[src/rtl/lpr_pkg.sv]
package lpr_pkg;
    localparam int PORT_W    = 8;
    localparam int NUM_PORTS = 1 << PORT_W;
    localparam int LID_W     = 6;
    localparam int ENG_W     = 2;
    localparam int NUM_ENG   = 1 << ENG_W;
    localparam int ENTRY_W   = LID_W + ENG_W + 1;
    localparam int BUS_W     = 16;

    typedef struct packed {
        logic             en;
        logic [ENG_W-1:0] eng;
        logic [LID_W-1:0] lid;
    } lpr_entry_t;

    typedef enum logic {
        LK_IDLE = 1'b0,
        LK_SHOW = 1'b1
    } lk_state_t;
endpackage

[src/rtl/lpr_entry_store.sv]
module lpr_entry_store
    import lpr_pkg::*;
#(
    parameter int IDX_W = PORT_W,
    parameter int DEPTH = 1 << IDX_W
) (
    input  logic             clk,
    input  logic             rst_n,
    input  logic             wr_en,
    input  logic [IDX_W-1:0] wr_idx,
    input  lpr_entry_t       wr_data,
    input  logic [IDX_W-1:0] rd_a_idx,
    output lpr_entry_t       rd_a_data,
    input  logic [IDX_W-1:0] rd_b_idx,
    output lpr_entry_t       rd_b_data
);
    lpr_entry_t cells [DEPTH];

    // one register per entry, reset to all-zero (disabled, identifier 0, engine A)
    always_ff @(posedge clk or negedge rst_n) begin
        if (!rst_n) begin
            for (int i = 0; i < DEPTH; i++) begin
                cells[i] <= '0;
            end
        end else begin
            for (int i = 0; i < DEPTH; i++) begin
                if (wr_en && (wr_idx == IDX_W'(i))) begin
                    cells[i] <= wr_data;
                end
            end
        end
    end

    // reads see the contents before any write in the same cycle
    assign rd_a_data = cells[rd_a_idx];
    assign rd_b_data = cells[rd_b_idx];
endmodule

[src/rtl/lpr_host_port.sv]
module lpr_host_port
    import lpr_pkg::*;
#(
    parameter int DATA_W = BUS_W
) (
    input  logic              clk,
    input  logic              rst_n,
    input  logic [DATA_W-1:0] wdata,
    output lpr_entry_t        wr_entry,
    input  lpr_entry_t        rd_entry,
    output logic [DATA_W-1:0] rdata
);
    localparam int PAD_W = DATA_W - ENTRY_W;

    // only the defined field bits reach the table
    assign wr_entry = lpr_entry_t'(wdata[ENTRY_W-1:0]);

    always_ff @(posedge clk or negedge rst_n) begin
        if (!rst_n) begin
            rdata <= '0;
        end else begin
            rdata <= {{PAD_W{1'b0}}, rd_entry};
        end
    end
endmodule

[src/rtl/lpr_lookup_fsm.sv]
module lpr_lookup_fsm
    import lpr_pkg::*;
(
    input  logic               clk,
    input  logic               rst_n,
    input  logic               lk_valid,
    input  lpr_entry_t         lk_entry,
    output logic               res_valid,
    output logic [LID_W-1:0]   res_lid,
    output logic [ENG_W-1:0]   res_eng,
    output logic [NUM_ENG-1:0] res_eng_onehot,
    output logic               res_enabled
);
    lk_state_t state_q, state_d;

    logic [LID_W-1:0]   lid_d;
    logic [ENG_W-1:0]   eng_d;
    logic [NUM_ENG-1:0] oh_d;
    logic               en_d;

    always_comb begin
        state_d = state_q;
        unique case (state_q)
            LK_IDLE: if (lk_valid)  state_d = LK_SHOW;   // IDLE_TO_SHOW
            LK_SHOW: if (!lk_valid) state_d = LK_IDLE;   // SHOW_TO_IDLE, else SHOW_TO_SHOW
            default: state_d = LK_IDLE;
        endcase
    end

    always_ff @(posedge clk or negedge rst_n) begin
        if (!rst_n) state_q <= LK_IDLE;
        else        state_q <= state_d;
    end

    // a disabled entry falls back to identifier 0 on engine A
    assign en_d  = lk_valid && lk_entry.en;
    assign lid_d = en_d ? lk_entry.lid : '0;
    assign eng_d = en_d ? lk_entry.eng : '0;

    generate
        for (genvar k = 0; k < NUM_ENG; k++) begin : g_oh
            assign oh_d[k] = en_d && (lk_entry.eng == ENG_W'(k));
        end
    endgenerate

    always_ff @(posedge clk or negedge rst_n) begin
        if (!rst_n) begin
            res_lid        <= '0;
            res_eng        <= '0;
            res_eng_onehot <= '0;
            res_enabled    <= 1'b0;
        end else begin
            res_lid        <= lid_d;
            res_eng        <= eng_d;
            res_eng_onehot <= oh_d;
            res_enabled    <= en_d;
        end
    end

    assign res_valid = (state_q == LK_SHOW);
endmodule

[src/rtl/lp_remap_table.sv]
module lp_remap_table
    import lpr_pkg::*;
(
    input  logic               clk,
    input  logic               rst_n,
    input  logic [PORT_W-1:0]  host_addr,
    input  logic [BUS_W-1:0]   host_wdata,
    input  logic               host_we,
    output logic [BUS_W-1:0]   host_rdata,
    input  logic               lk_valid,
    input  logic [PORT_W-1:0]  lk_port,
    output logic               res_valid,
    output logic [LID_W-1:0]   res_lid,
    output logic [ENG_W-1:0]   res_eng,
    output logic [NUM_ENG-1:0] res_eng_onehot,
    output logic               res_enabled
);
    lpr_entry_t wr_entry, host_entry, lk_entry;

    lpr_host_port #(.DATA_W(BUS_W)) u_host (
        .clk      (clk),
        .rst_n    (rst_n),
        .wdata    (host_wdata),
        .wr_entry (wr_entry),
        .rd_entry (host_entry),
        .rdata    (host_rdata)
    );

    lpr_entry_store #(.IDX_W(PORT_W)) u_store (
        .clk       (clk),
        .rst_n     (rst_n),
        .wr_en     (host_we),
        .wr_idx    (host_addr),
        .wr_data   (wr_entry),
        .rd_a_idx  (host_addr),
        .rd_a_data (host_entry),
        .rd_b_idx  (lk_port),
        .rd_b_data (lk_entry)
    );

    lpr_lookup_fsm u_lookup (
        .clk            (clk),
        .rst_n          (rst_n),
        .lk_valid       (lk_valid),
        .lk_entry       (lk_entry),
        .res_valid      (res_valid),
        .res_lid        (res_lid),
        .res_eng        (res_eng),
        .res_eng_onehot (res_eng_onehot),
        .res_enabled    (res_enabled)
    );
endmodule

[config.mk]
export PLATFORM = sky130hd
export DESIGN_NAME = lp_remap_table
export DESIGN_NICKNAME = d
export VERILOG_FILES = /design/src/rtl/lpr_pkg.sv /design/src/rtl/lpr_entry_store.sv /design/src/rtl/lpr_host_port.sv /design/src/rtl/lpr_lookup_fsm.sv /design/src/rtl/lp_remap_table.sv
export SDC_FILE = /design/constraint.sdc
export NUM_CORES = 2
export LEC_CHECK = 0
export BUFFER_PORTS_ARGS = -buffer_cell sky130_fd_sc_hd__buf_2
export CAP_MARGIN = 20
export CORE_UTILIZATION = 45
export DETAILED_ROUTE_END_ITERATION = 7
export GPL_TIMING_DRIVEN = 0
export PLACE_DENSITY = 0.59
export SLEW_MARGIN = 40
export SYNTH_ARGS = -nofsm -noshare
export SYNTH_HDL_FRONTEND = slang
export SYNTH_HIERARCHICAL = 1
export SYNTH_SLANG_ARGS = --single-unit
[constraint.sdc]
create_clock -name clk -period 2.9 [get_ports clk]
set_input_delay 0.29 -clock clk [delete_from_list [all_inputs] [get_ports clk]]
set_output_delay 0.29 -clock clk [all_outputs]
set_load 0.05 [all_outputs]
==> impl_metrics.toml <==
[clock_network]
max-clock-path-buffers = 4
cts_tree = "done"
cts_buffers = 279
clock-root-buffer = "clkbuf_16"
clock-sinks = 2327
clkLatencyLatePin_ns = 0.95
htree_num_levels = 5
clk_pin_slew_ns = 0.06

[worst_setup_path]
cp_slowest_stage_delay_ns = 0.62
cp-start-kind = "primary input"
critPathBufInv = 5
crit_path_end_kind = "register"
cp_cell_sequence = "buf_2 > clkbuf_2 > nand2_2 > clkbuf_2 > a21oi_1 > nor4_2 > buf_4 > buf_6 > nor4_4 > and4bb_1"
crit_top_cell = "clkbuf_2"
worstSetupPathType = "in2reg"
path_max_fanout = 10
critPathArrivalTime_ns = 4.06
crit_required_ns = 3.72
path_delay_family = "buffers and inverters"
cp_slowest_cell = "clkbuf_2"

[global_route]
antenna_found_initial = 101
grt_usage_pct = 52.52
first_global_vias = 92330
grt_max_degree = 109
grt_pass1_wl_mm = 943.5
grt-ovfl-total = 0

[power]
p_sw_w = 0.02552
p_seq_share_pct = 41.0
p_comb_share_pct = 15.7
peakVddDrop_v = 0.0004489
p_per_area_nw_per_um2 = 584.8
switching_share_pct = 29.70
clockPowerShare_pct = 43.3
p_leak_nw = 65.43
p_int_w = 0.06041

[yosys]
synth.top_cells.by_area = "dfrtp_1, mux2_2, mux4_2"
synth_edf_count = 0
yosys.area.top_type = "dfrtp_1"
synth_ff_type = "dfrtp_1"
yosys_warnings = 6
synthCells = 8287
synth_seq_cells = 2327
postSynthAreaPerCell_um2 = 15.00
synth_top_area_share_pct = 46.85
netlist_area_um2 = 124300
synth-seq-area-share_pct = 46.85
synthArstFlopShare_pct = 100.0
synthDistinctLibCells = 77

[layout]
drive_gt1_share_pct = 54.51
design_area_um2 = 147000
layout.nets = 8870
syn_to_final_growth_pct = 18.25
stdcell_count = 12830
fin_util_pct = 53.62

[placed_design]
port_buffers = 39
routabilityCongestion = 1.109
dp_slack_ns = -2.889
dp_hpwl_mm = 541.6
dpl_cell_area_um2 = 133500
dp.cells = 12180

[route]
wl_per_cell_um = 57.27
first_pass_iters = 8
drc = 0
via_per_inst = 7.608
antenna_left = 0
vias = 97640
wl_mm = 734.9
drt_first_iter_violations = 14930

[run]
drv_cap = 0

[sta]
rsz0062_at_grt = "yes"
period_share_pct = 111.7
skew_ns = 0.02009
worst_pin_slew_ns = 1.043
hold_violations = 0
setup_viol = 567
slew_headroom_pct = 30.44
setup_ws_ns = -0.3398
timing.fmax_ghz = 0.3087
slew_violations = 0
fin_crit_ns = 3.240

[floorplan]
fp-row-count = 192
start_util_pct = 45.34
io_pins = 66
core_um2 = 274100
die_y_um = 527.5
die_w_um = 527.5
die-area_um2 = 278300

[run_status]
violations = "negative setup slack"
outcome = "finished, violations left"

[hold_path]
hold_path.class = "in2reg"
## per-layer routing
metal | track usage [%] | vias to the layer above | part of all wire, %
met2 | 71.43 | 8622 | 41
met3 | 25.43 | 2798 | 14
met5 | 0.8485 | - | 0.15
met1 | 61.42 | 52350 | 34
met4 | 45.76 | 41 | 11
li1 | - | 33830 | -
## final timing paths
| kind | startpoint | end | slack [ns] | cells past startpoint |
|---|---|---|---|---|
| setup / recovery | lk_port[5] | u_lookup/res_eng_onehot[0] | -0.34 | 10 |
| max in group asynchronous | rst_n | u_store/cells[1700] | 0.30 | 12 |
| setup reg to reg | u_store/cells[1015] | u_lookup/res_eng_onehot[0] | -0.20 | 7 |
| hold reg to reg | u_store/cells[262] | u_store/cells[262] | 0.52 | 1 |
| min in group asynchronous | rst_n | u_store/cells[474] | 0.37 | 7 |
| hold / removal | lk_valid | u_lookup/res_valid | 0.05 | 2 |
## timing repair
item,CTS,global route
cloned,0,3
gates resized for setup,527,143
hold endpoints to repair,345,0
pin swaps,16,14
hold buffers,11,0
buffers inserted,16,38
endpoints found under the setup margin,276,227
## synth_stat cells, types with 8 or more instances
master	instances
nor4_1	59
o221ai_1	81
a31oi_1	33
buf_8	22
a22o_1	12
mux2_2	2317
nor2_1	109
nor2b_1	25
buf_2	149
or2_2	14
nand4_1	8
mux2i_1	266
a211oi_1	16
a221oi_1	25
nand2_1	139
o2bb2ai_1	11
clkbuf_1	381
a21oi_1	227
o21ai_0	34
mux4_1	74
o22ai_1	72
buf_6	44
nand2b_1	22
and2_1	8
a22oi_1	366
o32ai_1	11
buf_1	45
buf_4	101
dfrtp_1	2327
and3_1	17
nand3_1	13
nor3_1	57
or3_1	9
nor2_2	156
mux4_2	937
a21o_1	14
## power groups by stage
stage | combinational [W] | clock (W) | sequential, W
floorplan | 0.00544 | 0 | 0.0354
global placement | 0.0111 | 0 | 0.0357
detailed placement | 0.0120 | 0 | 0.0357
CTS | 0.0125 | 0.0374 | 0.0352
global route | 0.0132 | 0.0385 | 0.0354
finish | 0.0135 | 0.0372 | 0.0353
## final cells by class
| type | instances | area [um^2] |
|---|---|---|
| flip-flops and latches | 2327 | 58230 |
| diodes | 92 | 230.2 |
| clock inverters | 89 | 1290 |
| repair buffers | 265 | 4148 |
| clock buffers | 413 | 8190 |
| well taps | 3686 | 4612 |
| inverters | 6 | 27.53 |
| plain buffers | 750 | 6245 |
| multi-input cells | 5205 | 63990 |
| fillers | 22740 | 127100 |
## logic make-up (layout without fill, tap and decap cells)
group	after synthesis	after routing	synth area share (%)
DFF	2327	2327	46.85
and+or+nand+nor	662	662	2.823
buffers and inverters	761	1523	3.343
other	1	99	0.003017
muxes	3598	3598	41.76
AOI/OAI and AO/OA	938	938	5.215
## cells in the final DEF (no fill, tap or decap), drive strengths merged, types with 23 or more instances in the layout
cell and n:
nor4 59, a221oi 25, o21ai 34, clkbuf 801, buf 624, mux2i 266
nor2b 25, a31oi 33, a21oi 227, diode 92, o221ai 81, mux2 2317
nor3 58, a22oi 366, clkinv 51, mux4 1015, nor2 265, dfrtp 2327
bufinv 23, o22ai 72, nand2 140
## through the flow
stage	TNS, ns	hold WS [ns]	total power [W]
6_report	-59.48	0.05351	0.08594
5_1_grt	-0.6193	0.08939	0.08710
4_1_cts	-0.2045	0.01845	0.08507
3_5_place_dp	-1468.56	0.2060	0.04776
3_3_place_gp	-	0.4476	0.04680
2_1_floorplan	0	-0.005591	0.04080
## state kept, by name, indices dropped and copies added (netlist names)
register and count:
u_store/cells 2304, u_host/rdata 9, u_lookup/res_lid 6, u_lookup/res_eng_onehot 4, u_lookup/res_eng 2, u_lookup/res_enabled 1
u_lookup/res_valid 1
No activity file was read; power rests on OpenSTA's default activity.
